### src/rtl/addr_dec_pkg.sv
package addr_dec_pkg;

    localparam int AW   = 32;
    localparam int NREG = 9;
    localparam int SEGW = 3;

    // window indices (bit positions in the select vector)
    localparam int RG_RAM   = 0;
    localparam int RG_BOOT  = 1;
    localparam int RG_EXP1  = 2;
    localparam int RG_SYS   = 3;
    localparam int RG_MSIZE = 4;
    localparam int RG_IRQ   = 5;
    localparam int RG_CACHE = 6;
    localparam int RG_SOUND = 7;
    localparam int RG_EXP2  = 8;

    localparam logic [AW-1:0] SYS_EXPECT0 = 32'h1F00_0000;
    localparam logic [AW-1:0] SYS_EXPECT4 = 32'h1F80_2000;

    typedef enum logic [1:0] {
        SZ_BYTE = 2'd0,
        SZ_HALF = 2'd1,
        SZ_WORD = 2'd2,
        SZ_RSVD = 2'd3
    } acc_size_e;

    typedef struct packed {
        logic [NREG-1:0] sel;
        logic [AW-1:0]   offset;
        logic            ignore;
        logic            error;
        logic [AW-1:0]   rdata;
    } dec_rsp_t;

    function automatic logic [AW-1:0] seg_mask(input logic [SEGW-1:0] seg);
        case (seg)
            3'd4:    return 32'h7FFF_FFFF;
            3'd5:    return 32'h1FFF_FFFF;
            default: return 32'hFFFF_FFFF;
        endcase
    endfunction

    function automatic logic [AW-1:0] rgn_base(input int idx);
        case (idx)
            RG_RAM:   return 32'h0000_0000;
            RG_BOOT:  return 32'h1FC0_0000;
            RG_EXP1:  return 32'h1F00_0000;
            RG_SYS:   return 32'h1F80_1000;
            RG_MSIZE: return 32'h1F80_1060;
            RG_IRQ:   return 32'h1F80_1070;
            RG_CACHE: return 32'hFFFE_0130;
            RG_SOUND: return 32'h1F80_1C00;
            default:  return 32'h1F80_2000;
        endcase
    endfunction

    function automatic logic [AW-1:0] rgn_size(input int idx);
        case (idx)
            RG_RAM:   return 32'h0020_0000;
            RG_BOOT:  return 32'h0008_0000;
            RG_EXP1:  return 32'h0008_0000;
            RG_SYS:   return 32'd36;
            RG_MSIZE: return 32'd4;
            RG_IRQ:   return 32'd8;
            RG_CACHE: return 32'd4;
            RG_SOUND: return 32'd640;
            default:  return 32'd66;
        endcase
    endfunction

endpackage

### src/rtl/seg_mask_unit.sv
module seg_mask_unit
    import addr_dec_pkg::*;
(
    input  logic [AW-1:0] virt,
    output logic [AW-1:0] phys
);
    always_comb phys = virt & seg_mask(virt[AW-1 -: SEGW]);
endmodule

### src/rtl/region_match.sv
module region_match
    import addr_dec_pkg::*;
(
    input  logic [AW-1:0]   phys,
    output logic [NREG-1:0] hit,
    output logic [AW-1:0]   offset
);
    logic [AW-1:0] rel [NREG];

    for (genvar i = 0; i < NREG; i++) begin : g_win
        localparam logic [AW-1:0] WBASE = rgn_base(i);
        localparam logic [AW-1:0] WSIZE = rgn_size(i);
        always_comb begin
            rel[i] = phys - WBASE;
            hit[i] = (phys >= WBASE) && (rel[i] < WSIZE);
        end
    end

    always_comb begin
        offset = '0;
        for (int i = 0; i < NREG; i++)
            if (hit[i]) offset = offset | rel[i];
    end
endmodule

### src/rtl/access_policy.sv
module access_policy
    import addr_dec_pkg::*;
(
    input  logic [NREG-1:0] hit,
    input  logic [AW-1:0]   offset,
    input  logic [1:0]      low_bits,
    input  acc_size_e       size,
    input  logic            write,
    input  logic [AW-1:0]   wdata,
    input  logic            isolate,
    output dec_rsp_t        rsp
);
    logic misaligned;
    logic mapped;
    logic ign, err;

    always_comb begin
        misaligned = (size == SZ_RSVD)
                   || (size == SZ_WORD && low_bits != 2'b00)
                   || (size == SZ_HALF && low_bits[0]);
        mapped = |hit;
    end

    always_comb begin
        ign = 1'b0;
        err = 1'b0;
        if (write && isolate) begin
            ign = 1'b1;
        end else if (misaligned || !mapped) begin
            err = 1'b1;
        end else if (write) begin
            if (hit[RG_MSIZE] || hit[RG_IRQ] || hit[RG_CACHE]) begin
                ign = 1'b1;
            end else if (hit[RG_SOUND]) begin
                ign = (size == SZ_HALF);
                err = (size != SZ_HALF);
            end else if (hit[RG_EXP2]) begin
                ign = (size == SZ_BYTE);
                err = (size != SZ_BYTE);
            end else if (hit[RG_SYS]) begin
                if (offset == 32'd0) begin
                    ign = (wdata == SYS_EXPECT0);
                    err = (wdata != SYS_EXPECT0);
                end else if (offset == 32'd4) begin
                    ign = (wdata == SYS_EXPECT4);
                    err = (wdata != SYS_EXPECT4);
                end else begin
                    ign = 1'b1;
                end
            end
        end
    end

    always_comb begin
        rsp.sel    = (ign || err) ? '0 : hit;
        rsp.offset = offset;
        rsp.ignore = ign;
        rsp.error  = err;
        rsp.rdata  = (!write && !err && hit[RG_EXP1]) ? '1 : '0;
    end
endmodule

### src/rtl/addr_decoder.sv
module addr_decoder
    import addr_dec_pkg::*;
(
    input  logic            clk,
    input  logic            rst,
    input  logic            req_valid,
    input  logic [31:0]     req_addr,
    input  logic [1:0]      req_size,
    input  logic            req_write,
    input  logic [31:0]     req_wdata,
    input  logic            cache_isolate,
    output logic            rsp_valid,
    output logic [8:0]      rsp_sel,
    output logic [31:0]     rsp_offset,
    output logic            rsp_ignore,
    output logic            rsp_error,
    output logic [31:0]     rsp_rdata
);
    logic [AW-1:0]   phys;
    logic [NREG-1:0] hit;
    logic [AW-1:0]   win_off;
    dec_rsp_t        nxt;
    dec_rsp_t        cur;
    logic            vld_q;

    seg_mask_unit u_mask (
        .virt (req_addr),
        .phys (phys)
    );

    region_match u_match (
        .phys   (phys),
        .hit    (hit),
        .offset (win_off)
    );

    access_policy u_policy (
        .hit      (hit),
        .offset   (win_off),
        .low_bits (phys[1:0]),
        .size     (acc_size_e'(req_size)),
        .write    (req_write),
        .wdata    (req_wdata),
        .isolate  (cache_isolate),
        .rsp      (nxt)
    );

    always_ff @(posedge clk) begin
        if (rst || !req_valid) begin
            cur   <= '0;
            vld_q <= 1'b0;
        end else begin
            cur   <= nxt;
            vld_q <= 1'b1;
        end
    end

    assign rsp_valid  = vld_q;
    assign rsp_sel    = cur.sel;
    assign rsp_offset = cur.offset;
    assign rsp_ignore = cur.ignore;
    assign rsp_error  = cur.error;
    assign rsp_rdata  = cur.rdata;
endmodule

### config.mk
export PLATFORM = sky130hd
export DESIGN_NAME = addr_decoder
export DESIGN_NICKNAME = d
export VERILOG_FILES = /design/src/rtl/addr_dec_pkg.sv /design/src/rtl/seg_mask_unit.sv /design/src/rtl/region_match.sv /design/src/rtl/access_policy.sv /design/src/rtl/addr_decoder.sv
export SDC_FILE = /design/constraint.sdc
export NUM_CORES = 1
export LEC_CHECK = 0
export BUFFER_PORTS_ARGS = -buffer_cell sky130_fd_sc_hd__buf_2
export CORE_MARGIN = 2
export CORE_UTILIZATION = 38
export DETAILED_ROUTE_END_ITERATION = 6
export HOLD_SLACK_MARGIN = 0.06
export SETUP_SLACK_MARGIN = 0.2
export SYNTH_ARGS = -nofsm -noshare
export SYNTH_HDL_FRONTEND = slang
export SYNTH_SLANG_ARGS = --single-unit
export TNS_END_PERCENT = 10
### constraint.sdc
create_clock -name clk -period 7.15 [get_ports clk]
set_input_delay 1.0725 -clock clk [delete_from_list [all_inputs] [get_ports clk]]
set_output_delay 1.0725 -clock clk [all_outputs]
set_load 0.05 [all_outputs]
# Yosys cells after proc, flatten, opt, wreduce, memory -nomap -nowiden
# Index checks and enable logic that the tools add are counted.
# Widths: inputs -> output; s select.
# op_classes
addsub	8
muxes	30
n_lt_le_gt_ge	18
n_reduce_logical	31
n_eq_ne	11
n_bitwise	9
# op_table
operator	count
$mux 32	10
$or 32x32->32	8
$ge 32x29->1 const B	7
$sub 32x29->32 const B	7
$eq 32x29->1 const B	2
$lt 32x20->1 const B	2
$lt 32x3->1 const B	2
$ne 32x29->1 const B	2
$pmux 32 s2	1
$and 32x32->32	1
$eq 32x3->1 const B	1
$ge 32x1->1 const B	1
$ge 32x32->1 const B	1
$logic_not 32->1	1
$lt 32x10->1 const B	1
$lt 32x22->1 const B	1
$lt 32x4->1 const B	1
$lt 32x6->1 const B	1
$lt 32x7->1 const B	1
$sub 32x32->32 const B	1
$mux 1	19
$logic_and 1x1->1	14
$reduce_or 9->1	1
$logic_or 1x1->1	7
8 further kinds	14
# word_totals
word_cells	113
register_bits	76
in_bits	71
out_inout_bits	76

# Depth between registers and ports, before layout
# logic_depth
word_depth	36
ltp_mapped	17
depth_no_buf	13

# Cells and area by module
# Synthesis repeated with hierarchy kept, for this count alone.
# unflattened
hier_cells	930
area_unflattened_um2	7440.9
# by_module_without_submodules
mod	area_each_um2	cells_each	seq_area_each_um2	instances
region_match	3875.0	590	0.0	1
addr_decoder	2323.5	168	1521.5	1
access_policy	1002.2	139	0.0	1
seg_mask_unit	240.2	33	0.0	1

# Least setup slack after synthesis
# Ideal clock, no wire load.
# synth_path
kind	input to register
from	input port req_addr[13]
to	register cur (netlist bit rsp_sel[2])
required_time_ps	7046
path_slack_ps	1907
path_buffers	3
t_arrival_ps	5139
cell_stages	16
setup_ps	104
path_cell_list	buf_2 > inv_1 > buf_1 > ha_1 > buf_2 > or3b_1 > or3_4 > a211o_1 > a2111oi_2 > nand4_1 > or4b_4 > nand2_2 > o31ai_1 > a2111oi_4 > a21oi_4 > a2111oi_2
# synth_via
elab_chain_cells	32
elab_cells_between_ends	80
classes_between	add/sub (8); order compare (18); eq/ne (1); mux (27); bitwise (9); reduce/logical (17)
# synth_rtl
element	line_no	rtl
start, declared	addr_decoder.sv:7	input logic [31:0] req_addr,
$and 32x32->32 (*)	seg_mask_unit.sv:7	always_comb phys = virt & seg_mask(virt[AW-1 -: SEGW]);
branches (longest 31 deep; another with $sub 32x29->32)	n/a	
end signal, assigned	addr_decoder.sv:53	cur <= nxt;
end, declared	addr_decoder.sv:23	dec_rsp_t cur;
# Every way passes the cells marked *.
# A chain may end at the register's enable or synchronous reset.

# Final worst setup path
# Ends and elaborated chain as after synthesis.

==> impl_metrics.yaml <==
setup_path:
  startpoint_type: "input pin"
  worst_ep_required_time_ns: 7.27
  arrival_ns: 5.83
  crit_type: "in -> reg"
  path_max_fanout: 15
  crit_path_end_kind: "register"
pwr:
  vdd_drop_max_v: 0.0001104
  finalPower_uw: 758.0
  switching_power_uw: 278.8
  powerDensity_nw_per_um2: 112.5
  switching_share_pct: 36.79
  power_frac_comb_pct: 35.2
  static-leakage-power_nw: 2.678
  p_seq_share_pct: 33.5
  power.internal_uw: 479.1
  clock_power_share_pct: 31.2
floorplanning:
  row_count: 46
  die_x_um: 130.1
  die_height_um: 130.1
  die_area_um2: 16940
  start_util_pct: 38.48
  core_um2: 15710
  io-pin-count: 147
clock_network:
  cts.sinks: 45
  numCtsBuffers: 5
  cts.clk_slew.worst_paths_ns: 0.06
  htree_levels: 2
  cts_hold_buf: 0
  root_buffer: "clkbuf_16"
  post_cts_buffers: 0
  cts_buffer_depth: 2
  ctsResizeCount: 0
  cts_tree: "yes"
timing:
  tns_ns: 0
  rsz0062_at_grt: "false"
  maxSlewViolCount: 0
  tightest_slew_ns: 1.011
  max_freq_mhz: 175.1
  fin_crit_sh_pct: 79.89
  finalSetupViolCount: 0
  hold_violations: 0
  slew_headroom_pct: 32.62
  finalCriticalPeriod_ns: 5.712
detailed_routing:
  viasPerCell: 6.466
  drt_wl_total_um: 28080
  drtPass1Iterations: 5
  wire_per_inst_um: 25.64
  ant_nets: 0
  drc: 0
  num_vias: 7080
  drtIter0Drc: 885
final_layout:
  layout_common_cells: "buf_2, nand2_1, nor2_1, dfxtp_1, a21oi_1"
  fin_nets: 970
  final_common_cell: "buf_2"
  drive_gt1_share_pct: 23.58
  n_fill_cell: 1666
  area_growth_pct: 11.42
synthesis:
  netlist_area_um2: 6046
  seq_area_frac_synth_pct: 14.90
  synth_cell_types: 92
  yosysWarnings: 0
  synth-edff-count: 0
  synth.avg_cell_area_um2: 7.482
  yosys_most_used_dff: "dfxtp_1"
  netlist_instances: 808
  synth-seq-cells: 45
  synthArstFlopShare_pct: 0
global_routing:
  grt_pass1_wl_um: 40750
  antenna_found_initial: 1
  grt_pass1_vias: 6369
  overflow: 0
  grt_usage_pct: 32.62
  grt_max_degree: 33
run_status:
  status: "completed"
placement:
  place_hpwl_um: 21970
  port_buffers: 146
  finalWeightedCongestion: 1.029
worst_hold_path:
  hp-class: "in -> reg"
job:
  drv_cap: 0
path summary, 6_finish.rpt:
path                         start       endpoint  cells past startpoint
worst max-delay path  req_addr[13]     rsp_sel[2]                     14
worst min-delay path   req_addr[0]  rsp_offset[0]                      2
logic make-up (layout without fill, tap and decap cells):
family | Yosys count | in the layout | share of synthesized area (%)
buffers and inverters | 118 | 183 | 10.08
muxes | 12 | 12 | 2.049
DFF | 45 | 45 | 14.90
other | 1 | 7 | 0.06203
AOI/OAI and AO/OA | 193 | 193 | 23.99
xor gates and xnor gates | 44 | 44 | 6.374
and+or+nand+nor | 373 | 373 | 38.00
adders and majority gates | 22 | 22 | 4.553
layout make-up:
type / count / area, um^2 / area share (%)
Clock inverter: 1 / 5.005 / 0.07429
Timing Repair Buffer: 149 / 753.2 / 11.18
Multi-Input combinational cell: 650 / 4554 / 67.61
Sequential cell: 45 / 900.9 / 13.37
Inverter: 26 / 97.59 / 1.449
Antenna cell: 1 / 2.502 / 0.03715
Clock buffer: 7 / 152.6 / 2.266
Tap cell: 216 / 270.3 / 4.012
power by group through the flow:
| stage | clock network, mW | logic (mW) | registers [mW] |
|---|---|---|---|
| after floorplan | 0 | 0.154 | 0.270 |
| after global routing | 0.252 | 0.281 | 0.254 |
| after detailed placement | 0 | 0.257 | 0.260 |
| final | 0.237 | 0.267 | 0.254 |
| after CTS | 0.242 | 0.258 | 0.254 |
| after global placement | 0 | 0.261 | 0.260 |
synth_stat cells (15+ instances only):
library cell	n	area, um^2
dfxtp_1	45	900.9
nor3_1	25	125.1
nor4_1	31	193.9
o21ai_0	27	135.1
a21oi_1	41	205.2
and3_1	29	181.4
buf_2	22	110.1
inv_1	24	90.09
nand3_1	38	190.2
nor2_1	50	187.7
clkbuf_1	31	116.4
xnor2_1	36	315.3
or3_1	15	93.84
nand2_1	50	187.7
nand4_1	30	187.7
a211oi_1	19	142.6
ha_1	22	275.3
buf_4	35	262.8
sequential cells by signal, indices dropped and copies added, names as in the netlist:
name and count:
rsp_error 1, rsp_ignore 1, rsp_offset 32, rsp_rdata 1
rsp_sel 9, rsp_valid 1
layer usage:
layer	track usage [%]	routed length, um	vias up	part of all wire, %
met5	0	0	-	0
met4	19.54	1795	0	6.4
met3	3.567	2490	90	8.9
met2	52.97	12550	490	45
met1	41.68	11240	3308	40
li1	-	-	3192	-
worst max-delay path, stage by stage:
cell	delay (ns)
buf_2	0.18
inv_1	0.28
ha_1	0.67
or3b_1	0.59
nor3_4	0.45
nor2_1	0.11
o22ai_2	0.30
nor4_2	0.15
or2_1	0.27
nor3b_1	0.62
mux2i_1	0.23
o311ai_2	0.42
a41o_4	0.38
a2111oi_2	0.09
through the flow:
stage          utilization, %  hold slack [ns]  setup slack, ns  std cells  area [um^2]
2_1_floorplan               -            1.218            1.907        813         6065
3_3_place_gp            41.85            1.399            1.357       1086         6576
4_1_cts                 42.86            1.093            1.583       1094         6734
6_report                42.87            1.095            1.438       1095         6736
3_5_place_dp            41.85            1.392            1.303       1086         6576
5_1_grt                 42.87            1.104            1.225       1095         6736
Power figures use the tool's default switching activity.
